**src/rtl/safe_err_pkg.sv**
```systemverilog
package safe_err_pkg;

    localparam int DW    = 32;
    localparam int AW    = 3;
    localparam int NBANK = 3;
    localparam int NMEM  = 4;
    localparam int GRP   = 4;

    localparam logic [DW-1:0] MAC_MASK      = 32'h010F_FFFF;
    localparam logic [DW-1:0] MTL_MASK      = 32'h0000_7777;
    localparam logic [DW-1:0] DMA_MASK      = 32'h0000_0007;
    localparam logic [DW-1:0] MTL_CORR_MASK = 32'h0000_1111;
    localparam logic [DW-1:0] DMA_CORR_MASK = 32'h0000_0001;

    typedef enum logic [AW-1:0] {
        A_MAC    = 3'd0,
        A_MTL    = 3'd1,
        A_DMA    = 3'd2,
        A_MTLSUM = 3'd3,
        A_DMASUM = 3'd4,
        A_MTLEN  = 3'd5,
        A_DMAEN  = 3'd6
    } reg_addr_e;

    typedef struct packed {
        logic mac;
        logic mtl_unc;
        logic mtl_cor;
        logic dma_unc;
        logic dma_cor;
    } sum_t;

    function automatic logic [DW-1:0] bank_mask(input int idx);
        case (idx)
            0:       return MAC_MASK;
            1:       return MTL_MASK;
            default: return DMA_MASK;
        endcase
    endfunction

    // Place one enable bit per memory at the correctable slot of its group.
    function automatic logic [DW-1:0] spread_en(input logic [NMEM-1:0] en);
        logic [DW-1:0] v;
        v = '0;
        for (int k = 0; k < NMEM; k++) v[k*GRP] = en[k];
        return v;
    endfunction

endpackage

```
**src/rtl/safe_err_bank.sv**
```systemverilog
module safe_err_bank
    import safe_err_pkg::*;
#(
    parameter logic [DW-1:0] MASK = '1
) (
    input  logic          clk,
    input  logic          rst,
    input  logic [DW-1:0] pulse_i,
    input  logic [DW-1:0] clr_i,
    output logic [DW-1:0] status_o
);

    logic [DW-1:0] status_q;

    always_ff @(posedge clk) begin
        if (rst) status_q <= '0;
        else     status_q <= ((status_q & ~clr_i) | pulse_i) & MASK;
    end

    assign status_o = status_q;

    // only defined positions can ever hold a one
    p_undef_zero_r1: assert property (@(posedge clk) disable iff (rst)
        (status_q & ~MASK) == '0);

    // a set bit stays set unless a clear arrived
    p_sticky_r4: assert property (@(posedge clk) disable iff (rst)
        (($past(status_q) & ~$past(clr_i)) & ~status_q) == '0);

    // a cleared bit with no new pulse is zero afterwards
    p_clear_r4: assert property (@(posedge clk) disable iff (rst)
        (($past(clr_i) & ~$past(pulse_i)) & status_q) == '0);

    // a defined pulse always lands, even against a clear
    p_pulse_wins_r5: assert property (@(posedge clk) disable iff (rst)
        (($past(pulse_i) & MASK) & ~status_q) == '0);

endmodule

```
**src/rtl/safe_err_summary.sv**
```systemverilog
module safe_err_summary
    import safe_err_pkg::*;
(
    input  logic            clk,
    input  logic            rst,
    input  logic [DW-1:0]   mac_st,
    input  logic [DW-1:0]   mtl_st,
    input  logic [DW-1:0]   dma_st,
    input  logic [NMEM-1:0] mtl_en,
    input  logic            dma_en,
    output sum_t            sum_o,
    output logic            corr_irq,
    output logic            uncorr_irq,
    output logic            err_irq
);

    logic [DW-1:0] mtl_gate;

    always_comb begin
        sum_o.mac     = |mac_st;
        sum_o.mtl_cor = |(mtl_st & MTL_CORR_MASK);
        sum_o.mtl_unc = |(mtl_st & MTL_MASK & ~MTL_CORR_MASK);
        sum_o.dma_cor = |(dma_st & DMA_CORR_MASK);
        sum_o.dma_unc = |(dma_st & DMA_MASK & ~DMA_CORR_MASK);
        mtl_gate      = spread_en(mtl_en);
    end

    assign corr_irq   = (|(mtl_st & MTL_CORR_MASK & mtl_gate)) |
                        (|(dma_st & DMA_CORR_MASK) & dma_en);
    assign uncorr_irq = sum_o.mac | sum_o.mtl_unc | sum_o.dma_unc;
    assign err_irq    = corr_irq | uncorr_irq;

    // any MAC error must raise the uncorrectable line
    p_mac_uncorr_r9: assert property (@(posedge clk) disable iff (rst)
        (|mac_st) |-> uncorr_irq);

    // with all enables low the correctable line stays quiet
    p_no_en_quiet_r8: assert property (@(posedge clk) disable iff (rst)
        (mtl_en == '0 && !dma_en) |-> !corr_irq);

endmodule

```
**src/rtl/safe_err_regif.sv**
```systemverilog
module safe_err_regif
    import safe_err_pkg::*;
(
    input  logic                       clk,
    input  logic                       rst,
    input  logic                       req_valid,
    input  logic                       req_write,
    input  logic [AW-1:0]              req_addr,
    input  logic [DW-1:0]              req_wdata,
    input  logic [NBANK-1:0][DW-1:0]   status_i,
    input  sum_t                       sum_i,
    output logic [NBANK-1:0][DW-1:0]   clr_o,
    output logic [NMEM-1:0]            mtl_en_o,
    output logic                       dma_en_o,
    output logic                       rd_valid,
    output logic [DW-1:0]              rd_data
);

    logic          wr, rd;
    logic [DW-1:0] rd_mux;

    assign wr = req_valid &  req_write;
    assign rd = req_valid & ~req_write;

    for (genvar g = 0; g < NBANK; g++) begin : g_clr
        assign clr_o[g] = (wr && req_addr == AW'(g)) ? req_wdata : '0;
    end

    always_ff @(posedge clk) begin
        if (rst) begin
            mtl_en_o <= '0;
            dma_en_o <= 1'b0;
        end else if (wr) begin
            if (req_addr == A_MTLEN) mtl_en_o <= req_wdata[NMEM-1:0];
            if (req_addr == A_DMAEN) dma_en_o <= req_wdata[0];
        end
    end

    always_comb begin
        rd_mux = '0;
        case (req_addr)
            A_MAC:    rd_mux = status_i[0];
            A_MTL:    rd_mux = status_i[1];
            A_DMA:    rd_mux = status_i[2];
            A_MTLSUM: rd_mux = {{(DW-3){1'b0}}, sum_i.mac, sum_i.mtl_unc, sum_i.mtl_cor};
            A_DMASUM: rd_mux = {{(DW-5){1'b0}}, sum_i};
            A_MTLEN:  rd_mux = {{(DW-NMEM){1'b0}}, mtl_en_o};
            A_DMAEN:  rd_mux = {{(DW-1){1'b0}}, dma_en_o};
            default:  rd_mux = '0;
        endcase
    end

    always_ff @(posedge clk) begin
        if (rst) begin
            rd_valid <= 1'b0;
            rd_data  <= '0;
        end else begin
            rd_valid <= rd;
            if (rd) rd_data <= rd_mux;
        end
    end

    // read data valid exactly one cycle after a read request
    p_rd_latency_r11: assert property (@(posedge clk) disable iff (rst)
        rd |=> rd_valid);
    p_rd_pulse_r11: assert property (@(posedge clk) disable iff (rst)
        !rd |=> !rd_valid);

endmodule

```
**src/rtl/safety_err_agg.sv**
```systemverilog
module safety_err_agg
    import safe_err_pkg::*;
(
    input  logic          clk,
    input  logic          rst,
    input  logic [31:0]   mac_err_i,
    input  logic [31:0]   mtl_err_i,
    input  logic [31:0]   dma_err_i,
    input  logic          req_valid,
    input  logic          req_write,
    input  logic [2:0]    req_addr,
    input  logic [31:0]   req_wdata,
    output logic          rd_valid,
    output logic [31:0]   rd_data,
    output logic          corr_irq,
    output logic          uncorr_irq,
    output logic          err_irq
);

    logic [NBANK-1:0][DW-1:0] pulse_all, clr_all, stat_all;
    logic [NMEM-1:0]          mtl_en;
    logic                     dma_en;
    sum_t                     sum;

    assign pulse_all = {dma_err_i, mtl_err_i, mac_err_i};

    for (genvar g = 0; g < NBANK; g++) begin : g_bank
        safe_err_bank #(.MASK(bank_mask(g))) u_bank (
            .clk      (clk),
            .rst      (rst),
            .pulse_i  (pulse_all[g]),
            .clr_i    (clr_all[g]),
            .status_o (stat_all[g])
        );
    end

    safe_err_summary u_sum (
        .clk        (clk),
        .rst        (rst),
        .mac_st     (stat_all[0]),
        .mtl_st     (stat_all[1]),
        .dma_st     (stat_all[2]),
        .mtl_en     (mtl_en),
        .dma_en     (dma_en),
        .sum_o      (sum),
        .corr_irq   (corr_irq),
        .uncorr_irq (uncorr_irq),
        .err_irq    (err_irq)
    );

    safe_err_regif u_regs (
        .clk       (clk),
        .rst       (rst),
        .req_valid (req_valid),
        .req_write (req_write),
        .req_addr  (req_addr),
        .req_wdata (req_wdata),
        .status_i  (stat_all),
        .sum_i     (sum),
        .clr_o     (clr_all),
        .mtl_en_o  (mtl_en),
        .dma_en_o  (dma_en),
        .rd_valid  (rd_valid),
        .rd_data   (rd_data)
    );

endmodule

```
**config.mk**
```make
export PLATFORM = sky130hd
export DESIGN_NAME = safety_err_agg
export DESIGN_NICKNAME = d
export VERILOG_FILES = /design/src/rtl/safe_err_pkg.sv /design/src/rtl/safe_err_bank.sv /design/src/rtl/safe_err_summary.sv /design/src/rtl/safe_err_regif.sv /design/src/rtl/safety_err_agg.sv
export SDC_FILE = /design/constraint.sdc
export NUM_CORES = 1
export LEC_CHECK = 0
export BUFFER_PORTS_ARGS = -buffer_cell sky130_fd_sc_hd__buf_4
export CAP_MARGIN = 10
export CORE_MARGIN = 3
export CORE_UTILIZATION = 46
export CTS_CLUSTER_DIAMETER = 120
export DETAILED_ROUTE_END_ITERATION = 12
export PLACE_DENSITY = 0.85
export RECOVER_POWER = 25
export SYNTH_ARGS = -nofsm -noshare
export SYNTH_HDL_FRONTEND = slang
export SYNTH_SLANG_ARGS = --single-unit
```
**constraint.sdc**
```tcl
create_clock -name clk -period 3.79 [get_ports clk]
set_clock_uncertainty 0.1 [all_clocks]
set_input_delay 0 -clock clk [delete_from_list [all_inputs] [get_ports clk]]
set_output_delay 0 -clock clk [all_outputs]
set_load 0.01 [all_outputs]
```
# After elaboration in Yosys (flattened, before gate mapping)
# Cells that the tools add are included.
# Widths: inputs -> output; s select.
[word_totals]
mem_bits_ro = 0
register_bits = 74
in_bits = 135
output_inout_bits = 36
ram_bits = 0
word_cells = 46
latch_bits = 0
memories = 0
[classes]
addsub = 0
n_shift = 0
n_lt_le_gt_ge = 0
reduce_logical = 11
bitwise_logic = 18
multipliers = 0
div = 0
mux = 4
eq_ne = 6
[ops]
columns = ["cell", "count"]
rows = [
  ["$pmux 25 s7", 1],
  ["$reduce_or 32->1", 2],
  ["$and 25x25->25", 1],
  ["$mux 25", 1],
  ["$not 25->25", 1],
  ["$or 25x25->25", 1],
  ["$and 15x15->15", 1],
  ["$mux 15", 1],
  ["$not 15->15", 1],
  ["$or 15x15->15", 1],
  ["$and 13x13->13", 1],
  ["$eq 3x3->1 const B", 3],
  ["$reduce_or 8->1", 1],
  ["$eq 3x2->1 const B", 2],
  ["$or 1x1->1", 4],
  ["$reduce_and 2->1", 2],
  ["$reduce_or 4->1", 1],
  ["$and 1x1->1", 3],
  ["$and 3x3->3", 1],
  ["$eq 3x1->1 const B", 1],
  ["$logic_and 1x1->1", 3],
  ["$logic_not 3->1", 1],
  ["$mux 3", 1],
  ["$not 3->3", 1],
  ["other kinds (3)", 3],
]

# Depth between registers and ports, before layout
# Gate-level depths: netlist of run 1.
[logic_depth]
ltp_word = 6
depth_mapped = 7
mapped_depth_nobuf = 4

# Modules after synthesis
# Synthesis of run 1 repeated with hierarchy kept, for this count alone.
[hier_totals]
hier_cells = 579
hier_area_um2 = 4937.2
[by_module_without_submodules]
columns = ["mod", "area_per_inst_um2", "n_inst", "cells_per_inst", "seq_area_each_um2"]
rows = [
  ["safe_err_regif", 2899.0, 1, 345, 760.7],
  ["safe_err_bank (g_bank[0].u_bank)", 919.6, 1, 98, 420.4],
  ["safe_err_bank (g_bank[1].u_bank)", 623.1, 1, 70, 240.2],
  ["safe_err_bank (g_bank[2].u_bank)", 326.6, 1, 42, 60.1],
  ["safe_err_summary", 168.9, 1, 24, 0.0],
]

# Least setup slack after synthesis of run 1
# OpenSTA, ideal clock, no wires.
[synth_path]
kind = "register to register"
start = "reg g_bank[1].u_bank.status_q[0]"
end = "reg u_regs.rd_data[2]"
arrival_ns = 1.332
period_less_slack_ns = 1.568
slack_ns = 2.222
stages_incl_launch_ff = 5
required_time_ns = 3.553
n_path_buf = 0
setup_time_ns = 0.137
path_cell_list = "dfxtp_1 or4_4 a221oi_2 o221a_1 a221oi_2"
[synth_between]
elab_chain_len = 2
[synth_rtl]
columns = ["element", "line", "source"]
rows = [
  ["start, declared", "safe_err_bank.sv:13", "logic [DW-1:0] status_q;"],
  ["start signal, assigned", "safe_err_bank.sv:17", "else status_q <= ((status_q & ~clr_i) | pulse_i) & MASK;"],
  ["$reduce_or 4->1", "safe_err_summary.sv:21", "sum_o.mtl_cor = |(mtl_st & MTL_CORR_MASK);"],
  ["$pmux 25 s7", "safe_err_regif.sv:41", "case (req_addr)"],
  ["end signal, assigned", "safe_err_regif.sv:59", "if (rd) rd_data <= rd_mux;"],
  ["end, declared", "safe_err_regif.sv:16", "output logic [DW-1:0] rd_data"],
]
# Every way passes these cells.
# A chain may end at the register's enable or synchronous reset.

# Worst setup path in the final report of run 1
[layout_path]
start = "in req_addr[1]"
end = "reg g_bank[0].u_bank.status_q[14]"
[layout_between]
elab_chain_len = 6
[layout_rtl]
columns = ["element", "line", "source"]
rows = [
  ["start, declared", "safety_err_agg.sv:11", "input logic [2:0] req_addr,"],
  ["$logic_not 3->1", "safe_err_regif.sv:26", "assign clr_o[g] = (wr && req_addr == AW'(g)) ? req_wdata : '0;"],
  ["$logic_and 1x1->1", "safe_err_regif.sv:26", ""],
  ["$mux 25", "safe_err_regif.sv:26", ""],
  ["$not 25->25", "safe_err_bank.sv:17", ""],
  ["$and 25x25->25", "safe_err_bank.sv:17", ""],
  ["$or 25x25->25", "safe_err_bank.sv:17", ""],
  ["end signal, assigned", "safe_err_bank.sv:17", ""],
  ["end, declared", "safe_err_bank.sv:13", ""],
]
# Every way passes these cells.

==> results of run 1 <==
worst max path at each step:
stage / from / to / slack, ps / depth (start not counted)
after floorplan: g_bank[1].u_bank.status_o[0] / u_regs.rd_data[2] / 2220 / 4
after global placement: req_addr[0] / u_regs.mtl_en_o[3] / 1960 / 5
after detailed placement: req_addr[0] / u_regs.mtl_en_o[0] / 1960 / 5
after CTS: req_addr[1] / g_bank[0].u_bank.status_o[7] / 1490 / 8
after global routing: rst / u_regs.rd_data[1] / 1170 / 4
final: req_addr[1] / g_bank[0].u_bank.status_o[14] / 1340 / 8
per-layer routing:
| layer | global-route usage, % | part of all wire [%] |
|---|---|---|
| met1 | 32.2 | 38 |
| met2 | 49.1 | 51 |
| met3 | 6.48 | 8.0 |
| met4 | 14.5 | 3.3 |
| met5 | 0 | 0 |
power by group:
group | switching, mW | leakage [nW] | internal, mW
clock | 0.255 | 0.0985 | 0.335
combinational | 0.116 | 1.14 | 0.151
sequential | 0.0326 | 0.520 | 0.695
total | 0.404 | 1.76 | 1.18
stage by stage:
stage	instance area, um2	total power, mW	util [%]
finish	4330	1.59	75.8
global route	4330	1.64	75.8
CTS	4410	1.58	77.3
detailed placement	3430	0.924	60.1
floorplan	2860	0.845	-
global placement	3430	0.918	60.1
logic make-up after synthesis:
kind of cell           after synthesis  synth area share (%)
AND/OR/NAND/NOR                    139                  23.7
AO/OA/AOI/OAI                       75                  17.8
flip-flops                          63                  44.7
buffers and inverters               36                  7.27
multiplexers                        16                  6.47
other                                1                 0.133
sequential cells by signal, summed over array words and instances (netlist names):
signal and flops:
g_bank.u_bank.status_o 36, u_regs.rd_data 21, u_regs.mtl_en_o 4, u_regs.dma_en_o 1, u_regs.rd_valid 1
final cells by class:
type                    instances  area [um2]
clock buffers                  12         155
clock inverters                 3        42.5
fillers                       381        1380
inverters                       1        3.75
multi-input cells             241        1400
flip-flops and latches         63        1260
well taps                      72        90.1
repair buffers                169        1380
synth_stat cells, types with 2 or more instances:
library cell  instances  area share (%)
a21oi_1              38             6.7
nand2_1               9             1.2
nor2b_1               2            0.44
mux2i_1               7             2.5
clkbuf_1              8             1.1
a31oi_1               2            0.44
nor3_1                4            0.71
and2b_1               2            0.53
nand2b_1              2            0.44
a22oi_1              20             5.3
mux2_2                8             3.2
buf_4                15             4.0
a221oi_2              2             1.1
buf_2                11             1.9
nor2_1               64             8.5
nand3_1              38             6.7
nand4_1               3            0.66
dfxtp_1              63              45
nor4_1                6             1.3
worst min-delay path: stages:
cell,delay [ps]
buf_4,190
inv_1,110
nand4_1,90
nand2_1,60
what timing repair did:
action	in CTS	in global routing
buffers inserted	0	0
hold buffers	78	0
endpoints found under the hold margin	45	0
==> flow_summary.ini, run 1 <==
[global_route]
global_route.usage.total_pct = 28.2
total_gr_overflow = 0
first_pass_grt_wire_length_um = 15900
grt_pass1_vias = 3214
grt_start_max_net_pins = 65
antenna_violations_before_repair = 0

[timing]
max_freq_mhz = 408
post_route_hold_slack_ps = 44.5
final-hold-violation-count = 0
slew_viol_final = 65
timing.setup.tns_ps = 0
timing.final.ws_setup_ps = 1340
final-setup-viol-count = 0
timing.slew.headroom_pct = -85.1
min_period_ps = 2450
rsz0062_at_grt = false
fraction_of_the_cycle_the_final_worst_path_needs_pct = 64.6
max_slew.worst_pin.slew_ps = 2780

[cells_and_area]
most_common_cell_after_layout_fill_and_taps_aside = dlygate4sd3_1
n_antenna_cell = 0
syn_to_final_growth_pct = 53.3
num-nets-final = 620
stdcell_count = 561
final_layout_size_suffix_gt1_share_pct = 20.2
final_cell_mix = dlygate4sd3_1 (78), buf_4 (69), nor2_1 (64)

[clocking]
ctsHtreeMaxLevel = 3
cts.path.max_buffers = 2
tritoncts_clock_tree = yes
clkSinkCount = 63
cts_resized = 0
path_clk_slew_ps = 60
insertion_delay_ps = 340
cts_root_buffer = clkbuf_8
tritoncts.num_buffers = 9

[synthesis]
synth-async-reset-ratio_pct = 0
synth.yosys.seq_area_share_pct = 44.7
synth_edf_count = 0
number_of_unique_standard_cell_types_used_by_synthesis = 45
ys_dominant_reg_cell = dfxtp_1
yosys_warnings = 0
synth.ff_latch_count = 63
avgSynthCellArea_um2 = 8.56
synthesis.area_um2 = 2820
netlist_instances = 330

[setup_path]
critical_path.reg2reg.startpoint = g_bank[1].u_bank.status_o[0]
crit_required_ps = 3790
crit-reg2reg-capture = u_regs.rd_data[2]
path_buf_inv = 4
endpoint_kind = flip-flop
critical_path.top_delay_family = buffers and inverters
critical_path.cell_chain = dlygate4sd3_1, buf_4, nor2_1, buf_4, nand3_1, a21oi_1, dlygate4sd3_1, nor2_1
cp_slowest_stage_delay_ps = 590
worst_r2r_path_depth = 4
rrSetupSlack_ps = 1990
critical_path.startpoint_type = primary input
critPathKind = primary input to flip-flop
cp_data_arrival_time_ps = 2450
crit_slowest_cell = dlygate4sd3_1
crit_path_max_fanout = 15

[min_path]
timing.hold.worst.start = req_addr[2]
min_path_type = primary input to flip-flop
end_of_the_worst_hold_path = u_regs.rd_data[1]
worst_hold_path_cell_count = 4

[die]
chipWidth_um = 84.4
floorplan.core_area_um2 = 5710
floorplan.initialDensity_pct = 49.5
io_pins = 171
die_y_um = 84.4
die_area_um2 = 7110
num_rows = 27

[detailed_routing]
drcViolationCount = 0
post_dr_vias_cell = 5.71
routed-via-count = 3206
drt_iter0_markers = 323
ant_nets = 0
wl_um = 9920
wl_per_cell_um = 17.7
detailedRoute.firstPassIterationCount = 5

[place]
placement.io_buffers = 88
pre_cts_slack_ps = 1960
post_detailed_placement_half_perimeter_wirelength_um = 5660
dp.cells = 468
place_congestion = 0.875

[power]
power-per-cell-area_nw_per_um2 = 366
ir_worst_vdd_v = 0.000259
total_leakage_power_nw = 1.76

[run]
max_cap_viol_count = 1

[status]
violations = capacitance limit, slew limit
status = finished, violations left
No activity file was read; power rests on OpenSTA's default activity.
==> run 2, diff against run 1 <==
--- a/config.mk
+++ b/config.mk
@@ -5,13 +5,14 @@
 export SDC_FILE = /design/constraint.sdc
 export NUM_CORES = 1
 export LEC_CHECK = 0
+export ABC_AREA = 1
 export BUFFER_PORTS_ARGS = -buffer_cell sky130_fd_sc_hd__buf_4
 export CAP_MARGIN = 10
 export CORE_MARGIN = 3
-export CORE_UTILIZATION = 46
+export CORE_UTILIZATION = 40
 export CTS_CLUSTER_DIAMETER = 120
 export DETAILED_ROUTE_END_ITERATION = 12
-export PLACE_DENSITY = 0.85
+export PLACE_DENSITY = 0.76
 export RECOVER_POWER = 25
 export SYNTH_ARGS = -nofsm -noshare
 export SYNTH_HDL_FRONTEND = slang
==> constraint.sdc (replaced) <==
create_clock -name clk -period 2.1 [get_ports clk]
set_clock_uncertainty 0.1 [all_clocks]
set_input_delay 0 -clock clk [delete_from_list [all_inputs] [get_ports clk]]
set_output_delay 0 -clock clk [all_outputs]
set_load 0.01 [all_outputs]
==> run 2 against run 1 <==
The flow now finishes without violations. Via count rose by 1.0%. Core utilization fell by 12 points. Wire length fell by 9.0%. Flip-flop and latch count did not move. Cell count rose by 23%. Non-clock buffer count rose by 5. Sequential share of layout area fell by 2.2 points. Global-route usage fell by 6.7 points. Clock-buffer cell count did not move. Worst setup slack got worse by 1200 ps. Total power rose by 87%. Critical path type unchanged. Critical endpoint is now g_bank[0].u_bank.status_o[18].
==> flow_summary.ini, run 2 <==
[global_route]
first_pass_grt_wire_length_um = 14700
grt_start_max_net_pins = 43
antenna_violations_before_repair = 0
total_gr_overflow = 0
grt_pass1_vias = 3256
global_route.usage.total_pct = 21.5

[cells_and_area]
most_common_cell_after_layout_fill_and_taps_aside = dlygate4sd3_1
final_cell_mix = dlygate4sd3_1 (84), nand2_1 (73), buf_4 (68)
fin_util_pct = 63.9
syn_to_final_growth_pct = 52.8
num-nets-final = 722
final_layout_size_suffix_gt1_share_pct = 22.0
largest_reg_flops = 36
stdcell_area_um2 = 4680
n_antenna_cell = 0

[synthesis]
synth_top_cells_by_area = dfxtp_1 (41%), nand2_1 (8.9%), a21oi_1 (7.8%)
ys_dominant_reg_cell = dfxtp_1
netlist_instances = 419
netlist_top_cells_count = nand2_1 (73), dfxtp_1 (63), inv_1 (63)
synth-async-reset-ratio_pct = 0
synth_edf_count = 0
synth.ff_latch_count = 63
yosys.cell_count.top_type = nand2_1
avgSynthCellArea_um2 = 7.31
netlist.area_leader.share_pct = 41.2
synth.yosys.seq_area_share_pct = 41.2
yosys_warnings = 0
number_of_unique_standard_cell_types_used_by_synthesis = 31
synthesis.area_um2 = 3060
synth.largest_area_cell = dfxtp_1

[setup_path]
cp_data_arrival_time_ps = 2130
crit_path_max_fanout = 13
crit_slowest_cell = dlygate4sd3_1
cpMostUsedCell = dlygate4sd3_1
critical_path.top_delay_family = buffers and inverters
crit_required_ps = 2280
rrSetupSlack_ps = 220
critical_path.startpoint_type = primary input
endpoint_kind = flip-flop
critical_path.cell_chain = buf_4, nand2_1, clkinvlp_4, nand3_1, a21oi_1, dlygate4sd3_1, nor2_1, dlygate4sd3_1
path_buf_inv = 4
critPathKind = primary input to flip-flop
cp_slowest_stage_delay_ps = 580

[clocking]
insertion_delay_ps = 330
path_clk_slew_ps = 70
clkSinkCount = 63
ctsHtreeMaxLevel = 3
cts.path.max_buffers = 2
tritoncts_clock_tree = yes
tritoncts.num_buffers = 9
post-cts-setup-buffers = 0
cts_root_buffer = clkbuf_8

[timing]
final-setup-viol-count = 0
max_slew.worst_pin.slew_ps = 1210
slew_viol_final = 0
min_period_ps = 1950
rsz0062_at_grt = false
final-hold-violation-count = 0
max_freq_mhz = 512
fraction_of_the_cycle_the_final_worst_path_needs_pct = 93.1
timing.setup.tns_ps = 0
timing.slew.headroom_pct = 19.0

[die]
chipWidth_um = 93.5
die_area_um2 = 8740
die_y_um = 93.5
io_pins = 171
num_rows = 31
floorplan.initialDensity_pct = 41.8
floorplan.core_area_um2 = 7330

[place]
post_detailed_placement_half_perimeter_wirelength_um = 5860
placed_cell_areas_um2 = 3710
placement.io_buffers = 88
place_congestion = 0.890

[power]
total_leakage_power_nw = 2.19
proportion_of_power_drawn_by_the_clock_network_pct = 37.9
power.net_switching_mw = 0.753
comb_power_share_pct = 17.6
p_int_mw = 2.21
p_seq_share_pct = 44.5
swShare_pct = 25.4
power-per-cell-area_nw_per_um2 = 633
ir_worst_vdd_v = 0.000295

[detailed_routing]
drt_iter0_markers = 140
wl_um = 9030
ant_nets = 0
drcViolationCount = 0
wl_per_cell_um = 13.1
routed-via-count = 3238
post_dr_vias_cell = 4.69
detailedRoute.firstPassIterationCount = 4

[run]
max_cap_viol_count = 0

[status]
status = completed

[min_path]
min_path_type = primary input to flip-flop
-- run 2: repair_timing --
item                                   4_1_cts  5_1_grt
endpoints found under the hold margin       42        0
setup endpoints to repair                    0        6
resized for setup                            0        1
hold buffers                                84        0
-- run 2: layout make-up --
class                      count  area, um2
sequential                    63       1260
timing repair buffer         174       1430
inverter                      69        273
tap                           99        124
clock inverter                 4       70.1
clock buffer                  12        135
multi-input combinational    270       1380
fill                         663       2650
-- run 2: logic make-up after synthesis --
kind of cell           synth area share (%)
AND/OR/NAND/NOR                        21.1
other                                 0.122
AO/OA/AOI/OAI                          22.7
buffers and inverters                  15.0
flip-flops                             41.2
-- run 2: worst reg2reg max path, cell delays in order, from the launching register on --
cell           delay (ps)
dfxtp_1               330
a21oi_1               160
dlygate4sd3_1         590
nor2_1                 50
dlygate4sd3_1         540
-- run 2: per-layer routing --
metal	global-route usage (%)	up-vias	wire (um)
met5	0	-	0
met2	36.2	99	4350
met4	8.42	0	89
li1	-	1657	-
met3	3.86	7	553
met1	27.1	1475	4030
-- run 2: power groups by stage --
stage	clock network [mW]	logic (mW)	registers [mW]
after CTS	1.14	0.523	1.32
after global routing	1.19	0.578	1.33
after global placement	0	0.376	1.34
after floorplan	0	0.231	1.33
after detailed placement	0	0.382	1.34
final	1.12	0.521	1.32
-- run 2: per-stage QoR --
step / instances / power (mW) / setup slack, ps / hold slack [ps]
6_report: 691 / 2.96 / 146 / 45.2
5_1_grt: 691 / 3.09 / 26.0 / 52.2
4_1_cts: 691 / 2.98 / 150 / 25.5
3_5_place_dp: 591 / 1.73 / 644 / 112
3_3_place_gp: 591 / 1.72 / 685 / 109
2_1_floorplan: 429 / 1.57 / 888 / 17.4
-- run 2: final timing paths --
| path | startpoint | endpoint | depth (start not counted) |
|---|---|---|---|
| setup / recovery | req_write | g_bank[0].u_bank.status_o[18] | 8 |
| hold reg to reg | u_regs.rd_data[4] | u_regs.rd_data[4] | 2 |
| hold / removal | req_addr[2] | u_regs.rd_data[2] | 6 |
| setup reg to reg | g_bank[0].u_bank.status_o[18] | g_bank[0].u_bank.status_o[18] | 4 |
